File: src/rtl/prio_irq_pkg.sv
package prio_irq_pkg;
  typedef enum logic [1:0] {
    OP_IDLE = 2'd0,
    OP_RET  = 2'd1,
    OP_WR   = 2'd2,
    OP_TAKE = 2'd3
  } arb_op_e;
endpackage

File: src/rtl/prio_irq_pick.sv
module prio_irq_pick #(
  parameter int N_SRC = 8,
  parameter int LVL_W = $clog2(N_SRC + 1),
  parameter int IDX_W = (N_SRC > 1) ? $clog2(N_SRC) : 1
) (
  input  logic [N_SRC-1:0] req_i,
  input  logic [LVL_W-1:0] cur_lvl_i,
  input  logic             ie_i,
  output logic             vld_o,
  output logic [IDX_W-1:0] idx_o,
  output logic [LVL_W-1:0] lvl_o
);
  logic [N_SRC-1:0] elig;

  for (genvar g = 0; g < N_SRC; g++) begin : g_elig
    assign elig[g] = req_i[g] && ie_i && (LVL_W'(g + 1) > cur_lvl_i);
  end

  // ascending scan, last hit wins -> highest level
  always_comb begin
    vld_o = 1'b0;
    idx_o = '0;
    for (int i = 0; i < N_SRC; i++) begin
      if (elig[i]) begin
        vld_o = 1'b1;
        idx_o = IDX_W'(i);
      end
    end
  end

  assign lvl_o = LVL_W'(idx_o) + LVL_W'(1);
endmodule

File: src/rtl/prio_irq_stack.sv
module prio_irq_stack #(
  parameter int DEPTH = 8,
  parameter int W     = 5,
  parameter int CNT_W = $clog2(DEPTH + 1),
  parameter int IDX_W = (DEPTH > 1) ? $clog2(DEPTH) : 1
) (
  input  logic         clk_i,
  input  logic         rst_ni,
  input  logic         push_i,
  input  logic         pop_i,
  input  logic [W-1:0] din_i,
  output logic [W-1:0] top_o,
  output logic         empty_o,
  output logic         full_o,
  output logic         ovf_o
);
  logic [W-1:0]     mem [DEPTH];
  logic [CNT_W-1:0] cnt_q;
  logic [IDX_W-1:0] top_idx;

  assign empty_o = (cnt_q == '0);
  assign full_o  = (cnt_q == CNT_W'(DEPTH));
  assign top_idx = IDX_W'(cnt_q - CNT_W'(1));
  assign top_o   = mem[top_idx];

  always_ff @(posedge clk_i or negedge rst_ni) begin
    if (!rst_ni) begin
      cnt_q <= '0;
      ovf_o <= 1'b0;
    end else if (push_i) begin
      if (full_o) ovf_o <= 1'b1;
      else        cnt_q <= cnt_q + CNT_W'(1);
    end else if (pop_i && !empty_o) begin
      cnt_q <= cnt_q - CNT_W'(1);
    end
  end

  always_ff @(posedge clk_i) begin
    if (push_i && !full_o) mem[IDX_W'(cnt_q)] <= din_i;
  end

  AST_OVF_STICKY: assert property (@(posedge clk_i) disable iff (!rst_ni)
    ovf_o |=> ovf_o);
  AST_FULL_PUSH_OVF: assert property (@(posedge clk_i) disable iff (!rst_ni)
    (push_i && full_o) |=> (ovf_o && full_o));
  AST_NO_POP_EMPTY: assert property (@(posedge clk_i) disable iff (!rst_ni)
    pop_i |-> !empty_o);
endmodule

File: src/rtl/prio_irq_arb.sv
module prio_irq_arb
  import prio_irq_pkg::*;
#(
  parameter int N_SRC     = 8,
  parameter int STK_DEPTH = 8,
  parameter int LVL_W     = $clog2(N_SRC + 1)
) (
  input  logic             clk_i,
  input  logic             rst_ni,
  input  logic [N_SRC-1:0] req_i,
  output logic [N_SRC-1:0] ack_o,
  input  logic             reti_i,
  input  logic             ps_wr_i,
  input  logic [LVL_W-1:0] ps_lvl_i,
  input  logic             ps_ie_i,
  input  logic             sup_mode_i,
  output logic [LVL_W-1:0] cur_lvl_o,
  output logic             ie_o,
  output logic             priv_exc_o,
  output logic             stk_ovf_o
);
  localparam int IDX_W = (N_SRC > 1) ? $clog2(N_SRC) : 1;
  localparam int ENT_W = LVL_W + 1;

  logic             pick_vld;
  logic [IDX_W-1:0] pick_idx;
  logic [LVL_W-1:0] pick_lvl;
  logic [ENT_W-1:0] stk_top;
  logic             stk_empty, stk_full;
  logic             push, pop;
  arb_op_e          op;

  prio_irq_pick #(.N_SRC(N_SRC), .LVL_W(LVL_W), .IDX_W(IDX_W)) u_pick (
    .req_i     (req_i),
    .cur_lvl_i (cur_lvl_o),
    .ie_i      (ie_o),
    .vld_o     (pick_vld),
    .idx_o     (pick_idx),
    .lvl_o     (pick_lvl)
  );

  always_comb begin
    if (reti_i)        op = OP_RET;
    else if (ps_wr_i)  op = OP_WR;
    else if (pick_vld) op = OP_TAKE;
    else               op = OP_IDLE;
  end

  assign push = (op == OP_TAKE);
  assign pop  = (op == OP_RET) && !stk_empty;

  prio_irq_stack #(.DEPTH(STK_DEPTH), .W(ENT_W)) u_stk (
    .clk_i   (clk_i),
    .rst_ni  (rst_ni),
    .push_i  (push),
    .pop_i   (pop),
    .din_i   ({cur_lvl_o, ie_o}),
    .top_o   (stk_top),
    .empty_o (stk_empty),
    .full_o  (stk_full),
    .ovf_o   (stk_ovf_o)
  );

  always_ff @(posedge clk_i or negedge rst_ni) begin
    if (!rst_ni) begin
      cur_lvl_o  <= '0;
      ie_o       <= 1'b0;
      ack_o      <= '0;
      priv_exc_o <= 1'b0;
    end else begin
      ack_o      <= '0;
      priv_exc_o <= 1'b0;
      case (op)
        OP_RET: if (!stk_empty) {cur_lvl_o, ie_o} <= stk_top;
        OP_WR: begin
          if (sup_mode_i) begin
            cur_lvl_o <= ps_lvl_i;
            ie_o      <= ps_ie_i;
          end else begin
            priv_exc_o <= 1'b1;
          end
        end
        OP_TAKE: begin
          cur_lvl_o <= pick_lvl;
          ie_o      <= 1'b0;
          ack_o     <= N_SRC'(1) << pick_idx;
        end
        default: ;
      endcase
    end
  end

  AST_ACK_ONEHOT: assert property (@(posedge clk_i) disable iff (!rst_ni)
    $onehot0(ack_o));
  AST_ACK_PULSE: assert property (@(posedge clk_i) disable iff (!rst_ni)
    (ack_o != '0) |=> (ack_o == '0));
  AST_TAKE_RAISE: assert property (@(posedge clk_i) disable iff (!rst_ni)
    (op == OP_TAKE) |=> (cur_lvl_o > $past(cur_lvl_o) && !ie_o && ack_o != '0));
  AST_NO_TAKE_MASKED: assert property (@(posedge clk_i) disable iff (!rst_ni)
    !ie_o |-> !pick_vld);
  AST_USER_WR_BLOCK: assert property (@(posedge clk_i) disable iff (!rst_ni)
    (op == OP_WR && !sup_mode_i) |=> ($stable(cur_lvl_o) && $stable(ie_o) && priv_exc_o));
  AST_EXC_PULSE: assert property (@(posedge clk_i) disable iff (!rst_ni)
    priv_exc_o |=> !priv_exc_o || $past(ps_wr_i && !sup_mode_i && !reti_i));
endmodule

File: config.mk
export PLATFORM = sky130hd
export DESIGN_NAME = prio_irq_arb
export DESIGN_NICKNAME = d
export VERILOG_FILES = /design/src/rtl/prio_irq_pkg.sv /design/src/rtl/prio_irq_pick.sv /design/src/rtl/prio_irq_stack.sv /design/src/rtl/prio_irq_arb.sv
export SDC_FILE = /design/constraint.sdc
export NUM_CORES = 1
export LEC_CHECK = 0
export BUFFER_PORTS_ARGS = -buffer_cell sky130_fd_sc_hd__buf_2
export CORE_ASPECT_RATIO = 1.1
export CORE_MARGIN = 1.5
export CORE_UTILIZATION = 35
export CTS_CLUSTER_SIZE = 8
export DETAILED_ROUTE_END_ITERATION = 7
export PLACE_DENSITY = 0.57
export SYNTH_ARGS = -nofsm -noshare
export SYNTH_HDL_FRONTEND = slang
export SYNTH_SLANG_ARGS = --single-unit
File: constraint.sdc
create_clock -name clk_i -period 4.9 [get_ports clk_i]
set_input_delay 0.735 -clock clk_i [delete_from_list [all_inputs] [get_ports clk_i]]
set_output_delay 0.735 -clock clk_i [all_outputs]
set_load 0.01 [all_outputs]
Word level (Yosys, flattened, before mapping)
Memory sizes are Yosys's and may differ from the RTL's.
Cells that the tools add are included.
{ "word_totals": {"out_inout_bits": 15, "inputBits": 18, "ram_bits": 40, "n_memories": 1, "regBits": 19, "latchBits": 0, "word_cells": 85, "mem_bits_ro": 0} }
{ "mem_list": {"columns": ["name", "words", "width", "read_ports", "rd_clocked_by_memory_dff", "write_ports", "line", "source"], "rows": [
  ["u_stk.mem", 8, 5, 1, 0, 1, "prio_irq_stack.sv:17", "logic [W-1:0] mem [DEPTH];"]
]} }
{ "op_classes": {"mul": 0, "bitwise_logic": 0, "n_addsub": 3, "shift": 1, "order_cmp": 8, "mux": 32, "eq_ne": 7, "n_div": 0, "n_reduce_logical": 27} }
{ "ops": {"columns": ["cell", "count"], "rows": [
  ["$mux W4", 5],
  ["$logic_and A1 B1 Y1", 19],
  ["$gt A3 B4 Y1 const A", 4],
  ["$mux W1", 15],
  ["$mux W3", 4],
  ["$pmux W4 S3", 1],
  ["$mux W2", 5],
  ["$gt A2 B4 Y1 const A", 2],
  ["$mux W8", 1],
  ["$shl A1 B3 Y8 const A", 1],
  ["$ne A2 B2 Y1 const B", 3],
  ["$add A3 B1 Y4 const B", 1],
  ["$add A4 B1 Y4 const B", 1],
  ["$eq A2 B2 Y1 const B", 2],
  ["$eq A4 B4 Y1 const B", 1],
  ["$gt A1 B4 Y1 const A", 1],
  ["$gt A4 B4 Y1 const A", 1],
  ["$logic_not A4 Y1", 1],
  ["$reduce_and A2 Y1", 2],
  ["$sub A4 B1 Y4 const B", 1],
  ["$pmux W1 S3", 1],
  ["$reduce_and A3 Y1", 1],
  ["$reduce_bool A3 Y1", 1],
  ["$eq A2 B1 Y1 const B", 1],
  ["other kinds (2)", 3]
]} }

Longest topological paths before layout
Gate-level depths: netlist of the first run.
{ "depth": {"word_depth": 18, "ltp_mapped": 10, "ltp_nobuf": 8} }

Cells and area by module
A second synthesis of the first run with hierarchy kept.
{ "unflattened": {"cells_unflattened": 206, "area_unflattened_um2": 2865.2} }
{ "modules_own_cells": {"columns": ["mod", "seq_area_each_um2", "cells_each", "area_per_inst_um2", "n_inst"], "rows": [
  ["prio_irq_stack", 1326.3, 118, 2016.9, 1],
  ["prio_irq_arb", 350.3, 61, 666.9, 1],
  ["prio_irq_pick", 0.0, 27, 181.4, 1]
]} }

Least setup slack after synthesis of the first run
Ideal clock, no wire load.
{ "synth_path": {"path_type": "input-to-reg", "from": "in reti_i", "to": "mem u_stk.mem[4][0], enable pin", "required_ns": 4.526, "arrival_time_ns": 2.076, "stages": 5, "setup_ns": 0.374, "path_buffers": 1, "path_slack_ns": 2.450, "path_cell_list": "clkbuf_1 -> nor2_1 -> a21boi_1 -> nand2_1 -> nor3_1"} }
{ "synth_between": {"elab_chain_len": 5} }
{ "synth_rtl": {"columns": ["element", "line", "source"], "rows": [
  ["start, declared", "prio_irq_arb.sv:12", "input logic reti_i,"],
  ["$mux W2", "prio_irq_arb.sv:43", "if (reti_i) op = OP_RET;"],
  ["$eq A2 B2 Y1", "prio_irq_arb.sv:49", "assign push = (op == OP_TAKE);"],
  ["$logic_and A1 B1 Y1", "prio_irq_stack.sv:39", "if (push_i && !full_o) mem[IDX_W'(cnt_q)] <= din_i;"],
  ["$mux W1", "prio_irq_stack.sv:39", null],
  ["$mux W1 (implied by the code)", "prio_irq_stack.sv:39", null],
  ["end, declared", "prio_irq_stack.sv:17", null]
]} }
No other way between the ends.

Final worst setup path of the first run
{ "layout_path": {"from": "reg cur_lvl_o[3]", "to": "mem u_stk.mem[4][2], enable pin"} }
{ "layout_between": {"elab_chain_len": 17, "word_cells_on_any_way": 31, "classes_between": "8 x order compare; 1 x eq/ne; 13 x mux; 9 x reduce/logical"} }
{ "layout_rtl": {"columns": ["element", "line", "source"], "rows": [
  ["start, declared", "prio_irq_arb.sv:17", "output logic [LVL_W-1:0] cur_lvl_o,"],
  ["start signal, assigned", "prio_irq_arb.sv:74", "OP_RET: if (!stk_empty) {cur_lvl_o, ie_o} <= stk_top;"],
  ["start signal, assigned", "prio_irq_arb.sv:77", "cur_lvl_o <= ps_lvl_i;"],
  ["start signal, assigned", "prio_irq_arb.sv:84", "cur_lvl_o <= pick_lvl;"],
  ["$gt A1 B4 Y1", "prio_irq_pick.sv:16", "assign elig[g] = req_i[g] && ie_i && (LVL_W'(g + 1) > cur_lvl_i);"],
  ["$logic_and A1 B1 Y1", "prio_irq_pick.sv:16", null],
  ["$mux W1 (7 in a row)", "prio_irq_pick.sv:24", "if (elig[i]) begin"],
  ["$mux W1 *", "prio_irq_pick.sv:24", null],
  ["$mux W2 *", "prio_irq_arb.sv:45", "else if (pick_vld) op = OP_TAKE;"],
  ["$mux W2 *", "prio_irq_arb.sv:44", "else if (ps_wr_i) op = OP_WR;"],
  ["$mux W2 *", "prio_irq_arb.sv:43", null],
  ["$eq A2 B2 Y1 *", "prio_irq_arb.sv:49", null],
  ["$logic_and A1 B1 Y1 *", "prio_irq_stack.sv:39", null],
  ["$mux W1 *", "prio_irq_stack.sv:39", null],
  ["$mux W1 (implied by the code) *", "prio_irq_stack.sv:39", null]
]} }
Mark *: on every way between the ends. The rest lies on a longest branch, timed or not.

==> flow_metrics.env, run 1 <==
export IMPL_status="completed"
export IMPL_final_cells=349
export IMPL_comb_power_share_pct=35.0
export IMPL_seqCellArea_um2=1680
export IMPL_critPathMaxFanout=11
export IMPL_pwr_share_seq_pct=41.9
export IMPL_fin_tns_setup_ps=0
export IMPL_dp_hpwl_um=4060
export IMPL_synth_top_area_share_pct=42.5
export IMPL_clk_pin_slew_ps=70
export IMPL_crit_path_end_kind="flip-flop"
export IMPL_num_vias=1737
export IMPL_viasPerCell=4.98
export IMPL_num_antenna_cells=0
export IMPL_setup_viol=0
export IMPL_critPathRequiredTime_ps=4870
export IMPL_grt_max_degree=20
export IMPL_dp_cells=333
export IMPL_final_cell_mix="edfxtp_1 (40), buf_2 (32), dfrtp_1 (19)"
export IMPL_rsz0062_at_grt="false"
export IMPL_maxSlewViolCount=0
export IMPL_nNetsFinal=262
export IMPL_crit_type="flip-flop to flip-flop"
export IMPL_htree_levels=3
export IMPL_overflow=0
export IMPL_clock_root_buffer="clkbuf_8"
export IMPL_seq_area_frac_synth_pct=59.3
export IMPL_pwr_share_clk_pct=23.1
export IMPL_synth_edff_count=40
export IMPL_skew_ps=10.1
export IMPL_syn_area_per_cell_um2=14.0
export IMPL_row_count=34
export IMPL_routabilityCongestion=0.804
export IMPL_cts_tree="built"
export IMPL_routed_wl_um=5850
export IMPL_dr_pass1_iters=4
export IMPL_drt_first_iter_violations=126
export IMPL_die_h_um=97.3
export IMPL_hold_buffers=0
export IMPL_worst_pin_slew_ps=925
export IMPL_core_area_um2=7870
export IMPL_synth_seq_cells=59
export IMPL_ys_types=47
export IMPL_cts_resized_gates=0
export IMPL_clock_sinks=59
export IMPL_fillerInstances=748
export IMPL_yosysTopAreaCell="edfxtp_1"
export IMPL_cts_buffers=9
export IMPL_clockBufferDepth=2
export IMPL_synthFlopType="edfxtp_1"
export IMPL_synth_area_top_cells="edfxtp_1 (42%), dfrtp_1 (17%), mux4_2 (6.4%)"
export IMPL_p_sw_uw=687
export IMPL_max_freq_ghz=0.326
export IMPL_finalCritPeriodShare_pct=62.5
export IMPL_p_int_uw=1200
export IMPL_relSlewSlack_pct=37.9
export IMPL_synth_area_um2=2830
export IMPL_synth_warnings=0
export IMPL_critPathArrivalTime_ps=3040
export IMPL_syn_num_nets=228
export IMPL_swShare_pct=36.5
export IMPL_cp_start_kind="flip-flop"
export IMPL_finalHoldViolations=0
export IMPL_grt_pass1_vias=1723
export IMPL_hp_class="input pin to asynchronous set/reset pin"
export IMPL_clkLatencyLatePin_ps=350
export IMPL_layout_commonest_cell="edfxtp_1"
export IMPL_dieArea_um2=8620
export IMPL_dp_slack_ps=1600
export IMPL_multi_input_area_um2=1030
export IMPL_async_flop_share_pct=32.2
export IMPL_grt_pass1_wl_um=9440
export IMPL_drive_gt1_share_pct=29.0
export IMPL_numPortBuffers=32
export IMPL_wl_per_cell_um=16.8
export IMPL_grtUsageTotal_pct=15.4
export IMPL_fin_crit_ps=3060
export IMPL_power_leakage_uw=0.00127
export IMPL_drv_cap=0
export IMPL_initial_utilization_pct=35.9
export IMPL_postCtsSetupRepairBufs=0
export IMPL_io_pins=33
export IMPL_powerDensity_nw_per_um2=579
export IMPL_drc=0
export IMPL_synthCells=202
export IMPL_antenna_found_initial=0
export IMPL_setup_ws_ps=1840
export IMPL_ant_nets=0
export IMPL_die_x_um=88.7
export IMPL_peakVddDrop_uv=218
export IMPL_area_delta_synth_final_pct=15.1
-- registers in the layout (all words and copies together) (netlist names) --
name,flops
priv_exc_o,1
ie_o,1
ack_o,8
u_stk.mem,40
u_stk.cnt_q,4
u_stk.ovf_o,1
cur_lvl_o,4
-- logic make-up after synthesis --
| logic type | synth area share [%] |
|---|---|
| flops | 59.3 |
| fa+ha+maj | 3.54 |
| simple gates | 9.74 |
| buf+inv | 4.25 |
| compound gates | 11.6 |
| mux | 9.69 |
| xor+xnor | 1.90 |
-- synth_stat cells (3+ instances only) --
| cell | number |
|---|---|
| edfxtp_1 | 40 |
| dfrtp_1 | 19 |
| inv_1 | 15 |
| nor2_1 | 14 |
| a21oi_1 | 12 |
| nand2_1 | 10 |
| ha_1 | 8 |
| mux4_2 | 8 |
| nor3_1 | 8 |
| o21ai_0 | 4 |
| a2bb2oi_2 | 3 |
| and2_1 | 3 |
| and3_1 | 3 |
| buf_2 | 3 |
| buf_6 | 3 |
| clkbuf_1 | 3 |
| mux2i_1 | 3 |
| nand3_1 | 3 |
| xnor2_1 | 3 |
-- final cells by class --
cell class	instances	share of cell area, %
flip-flops and latches	59	51.5
inverters	16	1.85
repair buffers	32	4.92
multi-input cells	118	31.6
well taps	108	4.15
clock buffers	10	3.92
clock inverters	6	2.00
-- metrics by stage --
stage	area [um2]	total power, uW	utilization (%)	hold slack (ps)
detailed placement	3060	1470	38.9	452
global placement	3060	1470	38.9	458
finish	3250	1890	41.4	337
floorplan	2830	1310	-	439
CTS	3250	1910	41.4	333
global route	3250	2010	41.4	360
-- power by group through the flow --
| stage | Combinational, uW | Clock [uW] | Sequential, uW |
|---|---|---|---|
| 4_1_cts | 669 | 443 | 795 |
| 3_3_place_gp | 668 | 0 | 803 |
| 6_report | 661 | 435 | 790 |
| 2_1_floorplan | 587 | 0 | 719 |
| 3_5_place_dp | 666 | 0 | 805 |
| 5_1_grt | 731 | 465 | 815 |
-- per-layer routing --
metal	track usage, %	vias to the layer above	part of all wire [%]
li1	-	828	-
met1	21.7	838	44
met2	21.3	58	46
met3	4.16	13	6.3
met4	8.65	0	2.8
met5	0	-	0
-- final timing paths --
path | to | depth (start not counted) | from | slack [ps]
worst max-delay path | u_stk.mem[4][2] | 7 | cur_lvl_o[3] | 1840
worst max register to register | u_stk.mem[4][2] | 7 | cur_lvl_o[3] | 1840
worst min register to register | u_stk.ovf_o | 1 | u_stk.ovf_o | 470
worst min-delay path | ack_o[4] | 1 | rst_ni | 340
max in group asynchronous | cur_lvl_o[1] | 1 | rst_ni | 4240
min in group clk_i | u_stk.ovf_o | 1 | u_stk.ovf_o | 470
-- worst max-delay path, cell delays in order, from the launching register on --
cell and delay [ps]:
dfrtp_1 510, and2b_2 370, o311ai_2 130, nand2_2 130, inv_2 80, a21boi_1 530, nand2_1 200, nor3_1 740
(Power assumes the default switching activity.)
==> run 2, diff against run 1 <==
==> constraint.sdc (replaced) <==
create_clock -name clk_i -period 2.95 [get_ports clk_i]
set_input_delay 0.4425 -clock clk_i [delete_from_list [all_inputs] [get_ports clk_i]]
set_output_delay 0.4425 -clock clk_i [all_outputs]
set_load 0.01 [all_outputs]
==> run 2 against run 1 <==
Effect of this change:
- combinational power grew 91%
- non-clock buffer count increased by 13
- sequential power increased by 53%
- setup slack worse by 1400 ps
- first-iteration DRC count increased by 5.6%
- via count is 1.4% higher
- clock skew is 4.4 ps lower
- die area is the same
- design area up 2.7%
- hold slack got worse by 290 ps
- critical path type unchanged
- critical endpoint is now u_stk.mem[0][1]
- largest power group is now combinational cells
==> flow_metrics.env, run 2 (same netlist as run 1, synthesis figures left out) <==
export IMPL_status="completed"
export IMPL_hold_buffers=0
export IMPL_drc=0
export IMPL_initial_utilization_pct=35.9
export IMPL_finalCritPeriodShare_pct=84.9
export IMPL_clockBufferDepth=2
export IMPL_die_h_um=97.3
export IMPL_fin_tns_setup_ps=0
export IMPL_routabilityCongestion=0.771
export IMPL_clock_root_buffer="clkbuf_8"
export IMPL_fillerInstances=731
export IMPL_rsz0062_at_grt="false"
export IMPL_area_delta_synth_final_pct=18.2
export IMPL_dieArea_um2=8620
export IMPL_cts_tree="built"
export IMPL_pwr_share_clk_pct=21.7
export IMPL_p_int_uw=2030
export IMPL_clk_pin_slew_ps=70
export IMPL_viasPerCell=4.88
export IMPL_crit_path_cell_trace="nand2b_4, a21oi_2, o311ai_2, a211o_1, nor4_2"
export IMPL_drive_gt1_share_pct=32.4
export IMPL_critPathRequiredTime_ps=2920
export IMPL_grtUsageTotal_pct=15.8
export IMPL_nNetsFinal=275
export IMPL_critical_path_max_stage_delay_ps=560
export IMPL_dp_hpwl_um=4320
export IMPL_swShare_pct=35.8
export IMPL_dr_pass1_iters=4
export IMPL_dp_cells=346
export IMPL_peakVddDrop_uv=412
export IMPL_final_cells=361
export IMPL_critPathMaxFanout=17
export IMPL_row_count=34
export IMPL_grt_max_degree=20
export IMPL_slowest_stage="nor4_2"
export IMPL_routed_wl_um=5950
export IMPL_cts_resized_gates=0
export IMPL_wl_per_cell_um=16.5
export IMPL_htree_levels=3
export IMPL_p_sw_uw=1130
export IMPL_max_flop_register="u_stk.mem"
export IMPL_powerDensity_nw_per_um2=944
export IMPL_grt_pass1_vias=1794
export IMPL_cp_start_kind="flip-flop"
export IMPL_num_antenna_cells=0
export IMPL_setup_viol=0
export IMPL_power_leakage_uw=0.00133
export IMPL_hp_class="input pin to asynchronous set/reset pin"
export IMPL_relSlewSlack_pct=60.4
export IMPL_overflow=0
export IMPL_ant_nets=0
export IMPL_cts_buffers=9
export IMPL_drv_cap=0
export IMPL_clkLatencyLatePin_ps=330
export IMPL_reg_top3="u_stk.mem: 40 flops, ack_o: 8 flops"
export IMPL_num_vias=1761
export IMPL_pwr_share_seq_pct=38.4
export IMPL_core_area_um2=7870
export IMPL_fin_crit_ps=2510
export IMPL_finalHoldViolations=0
export IMPL_grt_pass1_wl_um=9780
export IMPL_crit_path_end_kind="flip-flop"
export IMPL_crit_type="flip-flop to flip-flop"
export IMPL_skew_ps=5.76
export IMPL_worst_pin_slew_ps=587
export IMPL_critPathArrivalTime_ps=2480
export IMPL_final_cell_mix="edfxtp_1 (40), buf_2 (32), dfrtp_1 (19)"
export IMPL_die_x_um=88.7
export IMPL_max_freq_ghz=0.399
export IMPL_clock_sinks=59
export IMPL_numPortBuffers=32
export IMPL_antenna_found_initial=0
export IMPL_drt_first_iter_violations=133
export IMPL_layout_commonest_cell="edfxtp_1"
export IMPL_comb_power_share_pct=39.9
export IMPL_postCtsSetupRepairBufs=0
export IMPL_maxSlewViolCount=0
export IMPL_largest_reg_flops=40
export IMPL_io_pins=33
[run 2: cell types whose count changed in the layout (fill, tap and decap cells not counted)]
cell,delta
buf_4,+13
clkbuf_1,-1
clkinv_1,+1
clkinv_2,+1
clkinvlp_4,-1
inv_6,-1
[run 2: stage by stage]
stage / total power, uW / util [%] / area, um2 / hold slack (ps) / setup WS (ps)
after floorplan: 2170 / - / 2830 / 147 / 584
after global routing: 3390 / 42.4 / 3340 / 71.4 / 232
after detailed placement: 2510 / 40.1 / 3160 / 419 / 445
after CTS: 3200 / 42.4 / 3340 / 56.7 / 413
final: 3150 / 42.4 / 3340 / 50.1 / 445
after global placement: 2520 / 40.1 / 3160 / 420 / 484
[run 2: power by group through the flow]
stage / Clock [uW] / Combinational [uW] / Sequential, uW
6_report: 686 / 1260 / 1210
5_1_grt: 748 / 1410 / 1240
4_1_cts: 709 / 1280 / 1210
3_5_place_dp: 0 / 1280 / 1230
3_3_place_gp: 0 / 1290 / 1230
2_1_floorplan: 0 / 975 / 1190
[run 2: routing by layer]
metal | GRT usage, % | share of wire (%) | vias to the layer above
met2 | 23.2 | 49 | 38
met4 | 5.05 | 0.82 | 0
met1 | 22.2 | 47 | 867
li1 | - | - | 851
met3 | 4.93 | 3.5 | 5
met5 | 0 | 0 | -
[run 2: worst max-delay path, delay by kind of cell, from the launching register on]
kind            cells  cell delay (ps)
compound gates      3              820
flops               1              540
simple gates        2              780
[run 2: layout make-up]
type	instances	area (um2)	area share, %
tap	108	135	4.04
inverter	16	60.1	1.80
multi-input combinational	118	1030	30.8
clock inverter	6	57.6	1.72
sequential	59	1680	50.2
clock buffer	9	124	3.71
timing repair buffer	45	258	7.72
[run 2: final timing paths]
check / end / slack (ps) / cells after the start / start
max in group asynchronous: priv_exc_o / 2580 / 1 / rst_ni
max reg2reg: u_stk.mem[0][1] / 440 / 5 / cur_lvl_o[1]
min: ack_o[0] / 50 / 1 / rst_ni
min in group clk_i: priv_exc_o / 300 / 2 / sup_mode_i
min reg2reg: u_stk.ovf_o / 460 / 1 / u_stk.ovf_o
max: u_stk.mem[0][1] / 440 / 5 / cur_lvl_o[1]
